$ cat src/rtl/lpv_pkg.sv
// Package: shared types for the laser print video serializer.
// Assumes: nothing beyond standard SystemVerilog.
package lpv_pkg;

    // Page sequencer states.
    typedef enum logic [2:0] {
        ST_IDLE       = 3'd0,
        ST_WAIT_FRAME = 3'd1,
        ST_WAIT_LINE  = 3'd2,
        ST_SKIP       = 3'd3,
        ST_SHIFT      = 3'd4
    } lpv_state_t;

    // Index of each engine sync input in the synchronizer bank.
    localparam int SYNC_FRAME = 0;
    localparam int SYNC_LINE  = 1;
    localparam int SYNC_COUNT = 2;

endpackage

$ cat src/rtl/lpv_sync_edge.sv
// Module: lpv_sync_edge
// Brings NUM asynchronous pins into the clk domain through a STAGES-deep
// flop chain. Each pin is first normalized to active-high using its invert
// bit, and a one-cycle pulse is produced on each active edge.
// Assumes: the invert bits change only while the pins sit at their idle level.
module lpv_sync_edge #(
    parameter int NUM    = 2,
    parameter int STAGES = 2
) (
    input  logic           clk,
    input  logic           rst_n,
    input  logic [NUM-1:0] pin_raw,
    input  logic [NUM-1:0] pin_invert,
    output logic [NUM-1:0] edge_pulse
);

    localparam int LAST = STAGES - 1;

    for (genvar g = 0; g < NUM; g++) begin : g_sync
        logic [STAGES-1:0] chain;
        logic              prev;

        // Shift the normalized pin level through the synchronizer chain.
        always_ff @(posedge clk) begin
            if (!rst_n) begin
                chain <= '0;
                prev  <= 1'b0;
            end else begin
                chain <= {chain[STAGES-2:0], pin_raw[g] ^ pin_invert[g]};
                prev  <= chain[LAST];
            end
        end

        // Rising edge of the synchronized, normalized level.
        assign edge_pulse[g] = chain[LAST] & ~prev;
    end

endmodule

$ cat src/rtl/lpv_word_shifter.sv
// Module: lpv_word_shifter
// Holds one pixel word and hands out its bits MSB first, one per enabled
// clock. When empty during a line it takes a new word from the ready/valid
// port and uses its top bit in the same clock. At line end, unused bits are
// dropped.
// Assumes: shift_en is high only for pixel clocks of a line.
module lpv_word_shifter #(
    parameter int PIX_W = 16
) (
    input  logic             clk,
    input  logic             rst_n,
    input  logic             shift_en,
    input  logic             line_last,
    input  logic             pix_valid,
    input  logic [PIX_W-1:0] pix_data,
    output logic             pix_ready,
    output logic             pix_bit,
    output logic             starve
);

    localparam int CNT_W = $clog2(PIX_W + 1);
    localparam logic [CNT_W-1:0] RELOAD = CNT_W'(PIX_W - 1);

    logic [PIX_W-1:0] sreg;
    logic [CNT_W-1:0] bits_left;
    logic             empty;

    assign empty     = (bits_left == '0);
    assign pix_ready = shift_en & empty;
    assign starve    = shift_en & empty & ~pix_valid;

    // Select the bit due this clock: held word, fresh word, or nothing.
    always_comb begin
        if (!shift_en)  pix_bit = 1'b0;
        else if (empty) pix_bit = pix_valid & pix_data[PIX_W-1];
        else            pix_bit = sreg[PIX_W-1];
    end

    // Advance the held word, load on demand, and discard leftovers at line end.
    always_ff @(posedge clk) begin
        if (!rst_n) begin
            sreg      <= '0;
            bits_left <= '0;
        end else begin
            if (shift_en) begin
                if (!empty) begin
                    sreg      <= sreg << 1;
                    bits_left <= bits_left - 1'b1;
                end else if (pix_valid) begin
                    sreg      <= pix_data << 1;
                    bits_left <= RELOAD;
                end
            end
            if (line_last) begin
                bits_left <= '0;
            end
        end
    end

endmodule

$ cat src/rtl/lpv_line_sequencer.sv
// Module: lpv_line_sequencer
// Page and line state machine. It captures the job settings at start, waits
// for page sync, then for each line-sync pulse counts the blank lead-in and
// the pixel clocks. After the last line of the page it returns to idle.
// Assumes: pixel count and line count are at least 1.
module lpv_line_sequencer
    import lpv_pkg::*;
#(
    parameter int LEN_W  = 16,
    parameter int SKIP_W = 12,
    parameter int LINE_W = 16
) (
    input  logic              clk,
    input  logic              rst_n,
    input  logic              job_start,
    input  logic [LEN_W-1:0]  cfg_line_pixels,
    input  logic [SKIP_W-1:0] cfg_left_skip,
    input  logic [LINE_W-1:0] cfg_page_lines,
    input  logic              frame_edge,
    input  logic              line_edge,
    output logic              busy,
    output logic              job_accept,
    output logic              shift_en,
    output logic              line_last
);

    localparam int CNT_W = (LEN_W > SKIP_W) ? LEN_W : SKIP_W;

    lpv_state_t        state;
    logic [CNT_W-1:0]  cnt;
    logic [LEN_W-1:0]  len_q;
    logic [SKIP_W-1:0] skip_q;
    logic [LINE_W-1:0] lines_q;
    logic [LINE_W-1:0] line_cnt;
    logic              cnt_one;

    assign cnt_one    = (cnt == CNT_W'(1));
    assign busy       = (state != ST_IDLE);
    assign job_accept = (state == ST_IDLE) & job_start;
    assign shift_en   = (state == ST_SHIFT);
    assign line_last  = shift_en & cnt_one;

    // Step through idle, page wait, line wait, lead-in and pixel phases.
    always_ff @(posedge clk) begin
        if (!rst_n) begin
            state    <= ST_IDLE;
            cnt      <= '0;
            len_q    <= '0;
            skip_q   <= '0;
            lines_q  <= '0;
            line_cnt <= '0;
        end else begin
            unique case (state)
                ST_IDLE: begin
                    if (job_start) begin
                        len_q    <= cfg_line_pixels;
                        skip_q   <= cfg_left_skip;
                        lines_q  <= cfg_page_lines;
                        line_cnt <= '0;
                        state    <= ST_WAIT_FRAME;
                    end
                end
                ST_WAIT_FRAME: begin
                    if (frame_edge) state <= ST_WAIT_LINE;
                end
                ST_WAIT_LINE: begin
                    if (line_edge) begin
                        if (skip_q != '0) begin
                            cnt   <= CNT_W'(skip_q);
                            state <= ST_SKIP;
                        end else begin
                            cnt   <= CNT_W'(len_q);
                            state <= ST_SHIFT;
                        end
                    end
                end
                ST_SKIP: begin
                    if (cnt_one) begin
                        cnt   <= CNT_W'(len_q);
                        state <= ST_SHIFT;
                    end else begin
                        cnt <= cnt - 1'b1;
                    end
                end
                ST_SHIFT: begin
                    if (cnt_one) begin
                        if (line_cnt == lines_q - 1'b1) begin
                            state <= ST_IDLE;
                        end else begin
                            line_cnt <= line_cnt + 1'b1;
                            state    <= ST_WAIT_LINE;
                        end
                    end else begin
                        cnt <= cnt - 1'b1;
                    end
                end
                default: state <= ST_IDLE;
            endcase
        end
    end

endmodule

$ cat src/rtl/lpv_video_serializer.sv
// Module: lpv_video_serializer (top)
// Serializes pixel words onto one video pin, framed by the engine's page
// and line sync. It applies the programmed polarity to every engine pin and
// keeps a sticky underrun flag.
// Assumes: clk is the engine video clock; the polarity selects are static
// while a job runs.
module lpv_video_serializer
    import lpv_pkg::*;
#(
    parameter int PIX_W  = 16,
    parameter int LEN_W  = 16,
    parameter int SKIP_W = 12,
    parameter int LINE_W = 16
) (
    input  logic              clk,
    input  logic              rst_n,
    input  logic              job_start,
    input  logic [LEN_W-1:0]  cfg_line_pixels,
    input  logic [SKIP_W-1:0] cfg_left_skip,
    input  logic [LINE_W-1:0] cfg_page_lines,
    input  logic              cfg_fsync_low,
    input  logic              cfg_lsync_low,
    input  logic              cfg_req_low,
    input  logic              cfg_video_high,
    input  logic              fsync_pin,
    input  logic              lsync_pin,
    input  logic              pix_valid,
    input  logic [PIX_W-1:0]  pix_data,
    output logic              pix_ready,
    output logic              print_req,
    output logic              video,
    output logic              underrun
);

    logic [SYNC_COUNT-1:0] sync_raw;
    logic [SYNC_COUNT-1:0] sync_inv;
    logic [SYNC_COUNT-1:0] sync_edge;
    logic busy, job_accept, shift_en, line_last;
    logic pix_bit, starve;
    logic video_act_q;
    logic underrun_q;

    assign sync_raw[SYNC_FRAME] = fsync_pin;
    assign sync_raw[SYNC_LINE]  = lsync_pin;
    assign sync_inv[SYNC_FRAME] = cfg_fsync_low;
    assign sync_inv[SYNC_LINE]  = cfg_lsync_low;

    lpv_sync_edge #(.NUM(SYNC_COUNT), .STAGES(2)) u_sync (
        .clk        (clk),
        .rst_n      (rst_n),
        .pin_raw    (sync_raw),
        .pin_invert (sync_inv),
        .edge_pulse (sync_edge)
    );

    lpv_line_sequencer #(.LEN_W(LEN_W), .SKIP_W(SKIP_W), .LINE_W(LINE_W)) u_seq (
        .clk             (clk),
        .rst_n           (rst_n),
        .job_start       (job_start),
        .cfg_line_pixels (cfg_line_pixels),
        .cfg_left_skip   (cfg_left_skip),
        .cfg_page_lines  (cfg_page_lines),
        .frame_edge      (sync_edge[SYNC_FRAME]),
        .line_edge       (sync_edge[SYNC_LINE]),
        .busy            (busy),
        .job_accept      (job_accept),
        .shift_en        (shift_en),
        .line_last       (line_last)
    );

    lpv_word_shifter #(.PIX_W(PIX_W)) u_shift (
        .clk       (clk),
        .rst_n     (rst_n),
        .shift_en  (shift_en),
        .line_last (line_last),
        .pix_valid (pix_valid),
        .pix_data  (pix_data),
        .pix_ready (pix_ready),
        .pix_bit   (pix_bit),
        .starve    (starve)
    );

    // Register the active/blank decision for this clock's video bit.
    always_ff @(posedge clk) begin
        if (!rst_n) video_act_q <= 1'b0;
        else        video_act_q <= pix_bit;
    end

    // Sticky starvation flag, cleared when a new job is accepted.
    always_ff @(posedge clk) begin
        if (!rst_n)          underrun_q <= 1'b0;
        else if (job_accept) underrun_q <= 1'b0;
        else if (starve)     underrun_q <= 1'b1;
    end

    assign video     = video_act_q ? cfg_video_high : ~cfg_video_high;
    assign print_req = busy ^ cfg_req_low;
    assign underrun  = underrun_q;

endmodule

$ cat config.mk
export PLATFORM = sky130hd
export DESIGN_NAME = lpv_video_serializer
export DESIGN_NICKNAME = d
export VERILOG_FILES = /design/src/rtl/lpv_pkg.sv /design/src/rtl/lpv_sync_edge.sv /design/src/rtl/lpv_word_shifter.sv /design/src/rtl/lpv_line_sequencer.sv /design/src/rtl/lpv_video_serializer.sv
export SDC_FILE = /design/constraint.sdc
export NUM_CORES = 1
export LEC_CHECK = 0
export ABC_AREA = 1
export ABC_CLOCK_PERIOD_IN_PS = 2600
export CAP_MARGIN = 20
export CORE_ASPECT_RATIO = 1.5
export CORE_MARGIN = 3
export CORE_UTILIZATION = 55
export DETAILED_ROUTE_END_ITERATION = 12
export DONT_BUFFER_PORTS = 1
export GPL_ROUTABILITY_DRIVEN = 0
export PLACE_DENSITY = 0.71
export SLEW_MARGIN = 20
export SYNTH_ARGS = -nofsm -noshare
export SYNTH_HDL_FRONTEND = slang
export SYNTH_SLANG_ARGS = --single-unit
$ cat constraint.sdc
create_clock -name clk -period 2.6 [get_ports clk]
set_input_delay 0.52 -clock clk [delete_from_list [all_inputs] [get_ports clk]]
set_output_delay 0.52 -clock clk [all_outputs]
set_load 0.02 [all_outputs]
==> impl_summary.txt, run 1 <==
----------------------------------------------------
[Route]
  Post-route DRC violation count ... 0
  Routed len/inst ... between 15 and 20 microns
  Via count ... between 5000 and 6000
  Number of iterations in the first detailed-routing pass ... 5
  Vias per Instance ... 5.75
  Number of routed nets with antenna violations ... 0
  Detailed router's first-iteration violation count ... 244
  Total length of routed wires ... between 10000 and 15000 microns

[Timing]
  Setup repair after global routing missed its margin ... false
  Worst clock skew on the final layout ... approximately 0.0096 ns
  Max-slew headroom at the worst pin ... between 60% and 70%
  Hold Violations, Final ... 0
  Post-route fraction of the period consumed by the critical path ... between 80% and 90%
  Final Setup Violations ... 0
  Setup TNS Final ... 0 ns
  Max Slew Vio Count ... 0
  Maximum clock frequency ... approximately 0.44 GHz
  Min Tclk post-route ... approximately 2.3 ns
  Slew of the pin with the lowest slew margin ... 0.542 ns

[Clock tree]
  Register clock-pin slew on the reported worst setup and hold paths ... approximately 0.070 ns
  H-tree level count ... 3
  Post-CTS Setup Inserts ... 0
  TritonCTS Sinks ... around 110
  Post-cts gate resize count ... 0
  CTS tree ... done
  Number of buffers between clock root and the deepest sink ... 2
  Count of hold-fix buffers inserted at cts ... 0
  Root Buffer Master ... sky130_fd_sc_hd__clkbuf_16
  Later-pin clock latency in the skew report ... around 0.34 ns
  CTS buffer count ... 9

[Logic synthesis]
  Yosys reg bits ... between 100 and 150
  Post-synth EDFFs ... 0
  Sequential-to-total area share from yosys stat ... 37.6%
  Net count of the mapped netlist ... around 880
  Ys Warns ... 0
  Synthesized cell area ... between 5000 and 6000 sq um
  Share of flip-flops with an asynchronous set or reset ... 0%
  Top FF cell, synth ... sky130_fd_sc_hd__dfxtp_1
  Unique masters post-synth ... 42
  Synthesized area per cell ... roughly 7 sq um
  Count of mapped cells out of synthesis ... 809

[Floorplan]
  Boundary pin count ... 74
  Number of standard-cell rows in the floorplan ... 44
  Die Y ... 131 microns
  Die span in x ... just under 90 microns
  Area of the core ... 9910 sq um
  Die Area ... 11700 sq um
  Initial core utilization ... 57.6%

[Global route]
  Overflow left after global routing ... 0
  Via count of the first global-routing pass ... ~5000
  All-layer global routing usage ... 24.7%
  Maximum number of pins on one net before global-route repair ... 73
  Global-route wire length before repair ... 22700 microns
  Antenna violations before repair ... 0

[Power]
  Leakage dissipation ... 2.37 nW
  Cell area power density ... 1020 nW/um^2
  Peak ir drop on the vdd network ... ~0.63 mV
  Design internal power ... 3.52 mW
  Part of the total power dissipated in combinational logic ... between 40% and 50%
  Switching part of the total power ... a little over two fifths
  Clock network fraction of total power ... roughly 21%
  Switching power summed over all nets ... 2.63 mW
  Portion of total power attributed to sequential cells ... a little over a third

[Worst setup path]
  Cell type group with the largest total delay on the critical path ... simple AND/OR/NAND/NOR gates
  Crit Path Category ... reg2out
  Sort of element at the end of the critical path ... primary output
  Cell breakdown of the critical path ... nor2_1 > inv_1 > nor2_4 > inv_1 > nor2_1
  Max Fanout on Critical Path ... 10
  Required @ worst endpoint ... around 2.1 ns
  Critical Path Source Type ... flip-flop
  Arrival time at the worst endpoint ... between 1.5 and 2 ns
  Critical-path cell with the highest stage delay ... sky130_fd_sc_hd__nor2_1
  Slowest Stage Delay on Critical Path ... around 0.47 ns
  Worst path buffer plus inverter count ... 2
  Slack of the worst reg-to-reg path ... approximately 0.4 ns

[Job]
  Max-cap violations ... 0

[Place]
  Total cell area at the placement stage ... approximately 5800 sq um
  Final HPWL DP ... 10200 microns
  Number of I/O port buffers ... 0
  Number of cells after detailed placement ... 896

[Final layout]
  Count of fill cells added during filler insertion ... 916
  Final Instance Area ... ~6000 sq um
  Share of final-layout standard cells stronger than drive strength 1 ... under 10%
  Number of antenna cells inserted ... 0
  Area grow syn2layout ... 5.57%
  Most frequent cells in the layout ... sky130_fd_sc_hd__nand2_1 (131), sky130_fd_sc_hd__dfxtp_1 (107), sky130_fd_sc_hd__inv_1 (91), sky130_fd_sc_hd__a21oi_1 (78), sky130_fd_sc_hd__o21ai_0 (77)
  Fin nets ... about 870
  Most common library cell in the layout ignoring fill and taps ... sky130_fd_sc_hd__nand2_1
  Final cell count without fillers ... 911

[Run status]
  Status ... finished clean

[Hold path]
  Worst min-delay path class ... in2reg

----------------------------------------------------
==> routing by layer <==
| metal | wire length [microns] | track usage (%) | vias up |
|---|---|---|---|
| li1 | - | - | 2637 |
| met1 | 5330 | 26.6 | 2406 |
| met2 | 7520 | 44.9 | 152 |
| met3 | 567 | 3.83 | 40 |
| met4 | 590 | 13.8 | 0 |
| met5 | 0 | 0 | - |
==> metrics by stage <==
step	utilization, %	total power, mW	hold slack [ns]	setup slack (ns)
global route	60.8	6.63	0.302	0.189
global placement	58.1	4.82	0.395	0.464
floorplan	-	4.37	0.390	0.747
CTS	60.8	6.16	0.272	0.313
finish	60.8	6.15	0.309	0.321
detailed placement	58.1	4.88	0.394	0.469
==> power by group through the flow <==
stage	combinational [mW]	sequential [mW]	clock, mW
after floorplan	2.21	2.15	0
after global placement	2.61	2.21	0
after detailed placement	2.66	2.22	0
after CTS	2.69	2.18	1.29
after global routing	3.05	2.22	1.36
final	2.70	2.19	1.26
==> cell families (layout without fill, tap and decap cells) <==
group | count (synthesis) | after routing | synth area share [%]
and+or+nand+nor | 319 | 319 | 25.9
DFF | 107 | 107 | 37.6
buffers and inverters | 131 | 118 | 9.21
AOI/OAI and AO/OA | 205 | 205 | 19.7
xor gates and xnor gates | 42 | 42 | 6.45
adders and majority gates | 5 | 5 | 1.10
==> state kept, by name (all words and copies together), names as in the netlist <==
register	count
u_seq.cnt	16
u_seq.len_q	16
u_seq.line_cnt	16
u_seq.lines_q	16
u_shift.sreg	15
u_seq.skip_q	12
u_shift.bits_left	5
u_sync.g_sync.chain	4
u_seq.state	3
u_sync.g_sync.prev	2
underrun	1
video_act_q	1
==> Yosys cell counts, drive strengths merged (5+ instances only) <==
cell type | number | area share (%)
o22ai | 13 | 1.4
nand4 | 5 | 0.55
nor3 | 18 | 1.8
inv | 95 | 6.3
buf | 10 | 1.3
nor2 | 79 | 6.1
dfxtp | 107 | 38
a21oi | 87 | 8.2
nor4 | 5 | 0.66
ha | 5 | 1.1
xor2 | 24 | 3.7
clkbuf | 26 | 1.7
xnor2 | 18 | 2.8
a31oi | 14 | 1.5
nand2 | 146 | 11
o21ai | 82 | 7.3
nand3 | 55 | 4.8
==> layout make-up <==
cell class	count	area (sq um)	share of cell area (%)
multi-input cells	571	3040	50.5
repair buffers	8	72.6	1.21
clock inverters	5	38.8	0.644
well taps	115	144	2.39
clock buffers	10	229	3.80
flip-flops and latches	107	2140	35.6
inverters	95	357	5.92
==> final timing paths <==
kind	startpoint	endpoint	cells after the start
max reg2reg	u_seq.lines_q[1]	u_seq.line_cnt[7]	16
max	u_seq.state[0]	pix_ready	5
min	rst_n	u_sync.g_sync[0].prev	2
min reg2reg	u_sync.g_sync[1].chain[0]	u_sync.g_sync[1].chain[1]	2
Power figures use the tool's default switching activity.
==> run 2: changes to the inputs <==
--- a/config.mk
+++ b/config.mk
@@ -18,4 +18,5 @@
 export SLEW_MARGIN = 20
 export SYNTH_ARGS = -nofsm -noshare
 export SYNTH_HDL_FRONTEND = slang
+export SYNTH_HIERARCHICAL = 1
 export SYNTH_SLANG_ARGS = --single-unit
==> impl_summary.txt, run 2 <==
----------------------------------------------------
[Run status]
  Status ... finished clean

[Power]
  Switching power summed over all nets ... 3.02 mW (+15%)
  Peak ir drop on the vdd network ... 0.816 mV (+29%)
  Switching part of the total power ... 44.4% (+1.7 points)
  Portion of total power attributed to sequential cells ... 33.9% (-1.7 points)
  Cell area power density ... 1040 nW/um^2 (+1.8%)
  Leakage dissipation ... 2.93 nW (+24%)
  Design internal power ... 3.77 mW (+7.1%)
  Total design power ... 6.79 mW (+10%)
  Part of the total power dissipated in combinational logic ... 46.4% (+2.5 points)
  Clock network fraction of total power ... 19.7% (-0.8 points)

[Final layout]
  Most frequent cells in the layout ... sky130_fd_sc_hd__nand2_1 (184), sky130_fd_sc_hd__nor2_1 (160), sky130_fd_sc_hd__dfxtp_1 (107), sky130_fd_sc_hd__inv_1 (106), sky130_fd_sc_hd__o21ai_0 (53)
  Count of fill cells added during filler insertion ... 1070 (+17%)
  Share of final-layout standard cells stronger than drive strength 1 ... 10.9% (+2.3 points)
  Number of antenna cells inserted ... 0 (unchanged)
  Most common library cell in the layout ignoring fill and taps ... sky130_fd_sc_hd__nand2_1
  Area grow syn2layout ... 5.25%
  Fin nets ... 976 (+13%)

[Floorplan]
  Die Y ... 136 microns (+4.1%)
  Area of the core ... 10800 sq um (+8.6%)
  Die Area ... 12600 sq um (+8.2%)
  Die span in x ... 92.7 microns (+4.0%)
  Boundary pin count ... 74 (unchanged)
  Number of standard-cell rows in the floorplan ... 46 (+4.5%)
  Initial core utilization ... 57.6% (+0.064 points)

[Logic synthesis]
  Net count of the mapped netlist ... 995 (+13%)
  Synthesized area per cell ... 6.74 sq um (-4.4%)
  Leading cell types by total area after synthesis ... sky130_fd_sc_hd__dfxtp_1 (35%), sky130_fd_sc_hd__nand2_1 (11%), sky130_fd_sc_hd__nor2_1 (9.7%)
  Ys Warns ... 6 (+6)
  Sequential-to-total area share from yosys stat ... 34.5% (-3.0 points)
  Post-synth EDFFs ... 0 (unchanged)
  Synthesized cell area ... 6200 sq um (+8.7%)
  Share of flip-flops with an asynchronous set or reset ... 0% (unchanged)
  Count of mapped cells out of synthesis ... 920 (+14%)
  Top FF cell, synth ... sky130_fd_sc_hd__dfxtp_1
  Yosys reg bits ... 107 (unchanged)
  Post-synthesis cell type with the largest combined area ... sky130_fd_sc_hd__dfxtp_1
  Leading cell types by count after synthesis ... sky130_fd_sc_hd__nand2_1 (184), sky130_fd_sc_hd__nor2_1 (160), sky130_fd_sc_hd__dfxtp_1 (107), sky130_fd_sc_hd__inv_1 (107), sky130_fd_sc_hd__o21ai_0 (53)
  Most common cell in the synthesized netlist ... sky130_fd_sc_hd__nand2_1
  Proportion of netlist area held by the largest area contributor ... 34.5% (-3.0 points)
  Unique masters post-synth ... 46 (+9.5%)

[Clock tree]
  CTS tree ... done
  Root Buffer Master ... sky130_fd_sc_hd__clkbuf_16
  Register clock-pin slew on the reported worst setup and hold paths ... 0.07 ns (about the same)
  Later-pin clock latency in the skew report ... 0.35 ns (about the same)
  CTS buffer count ... 9 (unchanged)
  TritonCTS Sinks ... 107 (unchanged)
  Number of buffers between clock root and the deepest sink ... 2 (unchanged)
  H-tree level count ... 3 (unchanged)

[Timing]
  Final Setup Violations ... 0 (unchanged)
  Slew of the pin with the lowest slew margin ... 0.888 ns (+0.346 ns)
  Max Slew Vio Count ... 0 (unchanged)
  Setup TNS Final ... 0 ns (unchanged)
  Maximum clock frequency ... 0.416 GHz (-5.1%)
  Setup repair after global routing missed its margin ... false
  Worst clock skew on the final layout ... 0.00943 ns (-0.000197 ns)
  Max-slew headroom at the worst pin ... 40.7% (-23 points)
  Post-route fraction of the period consumed by the critical path ... 92.4% (+4.7 points)
  Hold Violations, Final ... 0 (unchanged)
  Min Tclk post-route ... 2.40 ns (+0.122 ns)

[Global route]
  All-layer global routing usage ... 24.3% (-0.43 points)
  Maximum number of pins on one net before global-route repair ... 84 (+15%)
  Met1 GRT Util ... 26.4% (-0.16 points)
  Grt met2 use ... 45.8% (+0.93 points)
  Antenna violations before repair ... 0 (unchanged)
  GRT met3 Usage ... 3.38% (-0.45 points)
  Overflow left after global routing ... 0 (unchanged)
  Via count of the first global-routing pass ... 5499 (+9.8%)
  Global-route wire length before repair ... 24700 microns (+8.8%)
  Most crowded layer after global routing ... met2

[Route]
  Post-route DRC violation count ... 0 (unchanged)
  Number of routed nets with antenna violations ... 0 (unchanged)
  Via count ... 5738 (+9.6%)
  Routed len/inst ... 14.3 microns (-6.8%)
  Detailed router's first-iteration violation count ... 346 (+42%)
  Number of iterations in the first detailed-routing pass ... 6 (+1)
  Vias per Instance ... 5.46 (-4.9%)
  Total length of routed wires ... 15100 microns (+7.5%)

[Place]
  Number of I/O port buffers ... 0 (unchanged)
  Final HPWL DP ... 11100 microns (+8.8%)

[Worst setup path]
  Required @ worst endpoint ... 2.85 ns (+0.77 ns)
  Crit Path Category ... reg2reg
  Max Fanout on Critical Path ... 17 (+7)
  Slowest Stage Delay on Critical Path ... 0.36 ns (-0.11 ns)
  Arrival time at the worst endpoint ... 2.65 ns (+0.89 ns)
  Cell breakdown of the critical path ... nor2_1 > nand2_1 > nor3_2 > nand2_4 > nand2_2 > o211ai_1 > a211oi_2 > nand3_1 > nand2_1 > inv_1
  Critical Path Source Type ... flip-flop
  Critical-path cell with the highest stage delay ... sky130_fd_sc_hd__dfxtp_1
  Sort of element at the end of the critical path ... flip-flop
  Cell mode on critical path ... sky130_fd_sc_hd__nand2_1

[Job]
  Max-cap violations ... 0 (unchanged)

[Hold path]
  Worst min-delay path class ... in2reg

----------------------------------------------------
## run 2: cell types whose count changed after synthesis, moves of 7 or more
cell,change
sky130_fd_sc_hd__a31oi_1,-13
sky130_fd_sc_hd__xnor2_1,-10
sky130_fd_sc_hd__nor3_1,-9
sky130_fd_sc_hd__nand3_1,-11
sky130_fd_sc_hd__nor2_1,+92
sky130_fd_sc_hd__nand2_1,+52
sky130_fd_sc_hd__a21oi_1,-31
sky130_fd_sc_hd__o22ai_1,-11
sky130_fd_sc_hd__inv_2,+7
sky130_fd_sc_hd__o211ai_2,+7
sky130_fd_sc_hd__o21ai_0,-24
sky130_fd_sc_hd__inv_1,+16
sky130_fd_sc_hd__nand4_1,+17
## run 2: final timing paths
| check | startpoint | end | slack (ns) | cells after the start |
|---|---|---|---|---|
| setup reg to reg | u_seq/cnt[12] | u_seq/state[1] | 0.20 | 10 |
| hold reg to reg | u_sync/g_sync[0].chain[0] | u_sync/g_sync[0].chain[1] | 0.41 | 2 |
| hold / removal | rst_n | u_sync/g_sync[0].chain[1] | 0.27 | 2 |
| setup / recovery | u_seq/cnt[12] | u_seq/state[1] | 0.20 | 10 |
## run 2: routing by layer
| metal | share of wire, % | up-vias |
|---|---|---|
| met3 | 4.9 | 41 |
| met5 | 0 | - |
| met1 | 39 | 2643 |
| met4 | 3.8 | 0 |
| li1 | - | 2883 |
| met2 | 52 | 171 |
## run 2: power groups by stage
| stage | Clock [mW] | Sequential (mW) | Combinational [mW] |
|---|---|---|---|
| 3_5_place_dp | 0 | 2.33 | 3.10 |
| 3_3_place_gp | 0 | 2.32 | 3.01 |
| 5_1_grt | 1.41 | 2.34 | 3.54 |
| 6_report | 1.34 | 2.30 | 3.15 |
| 4_1_cts | 1.36 | 2.30 | 3.12 |
| 2_1_floorplan | 0 | 2.24 | 2.57 |
## run 2: critical path, delay by kind of cell, from the launching register on
family | cells | cell delay (ns)
simple gates | 7 | 1.28
compound gates | 2 | 0.62
buf+inv | 1 | 0.04
flops | 1 | 0.36
## run 2: cell families after synthesis
kind of cell | synth area share (%)
adders and majority gates | 1.01
AOI/OAI and AO/OA | 14.3
xor gates and xnor gates | 5.23
buffers and inverters | 10.5
and+or+nand+nor | 34.5
DFF | 34.5
## run 2: area by class of cell
type	instances	area, sq um	area share [%]
well taps	144	180	2.76
flip-flops and latches	107	2140	32.8
multi-input cells	658	3420	52.4
clock inverters	4	32.5	0.498
repair buffers	7	52.6	0.805
inverters	118	443	6.79
clock buffers	12	256	3.93
## run 2: timing repair
action | CTS | global route
gates resized for setup | 0 | 1
endpoints found under the hold margin | 0 | 0
hold buffers | 0 | 0
setup buffers | 0 | 0
endpoints found under the setup margin | 0 | 1
## run 2: metrics by stage
| stage | cells | setup WS, ns | hold slack (ns) | cell area [sq um] | utilization, % |
|---|---|---|---|---|---|
| global route | 1050 | 0.0437 | 0.274 | 6530 | 60.6 |
| global placement | 1034 | 0.378 | 0.394 | 6230 | 57.9 |
| detailed placement | 1034 | 0.314 | 0.400 | 6230 | 57.9 |
| finish | 1050 | 0.199 | 0.269 | 6530 | 60.6 |
| floorplan | 920 | 0.680 | 0.390 | 6200 | - |
| CTS | 1050 | 0.278 | 0.267 | 6520 | 60.6 |
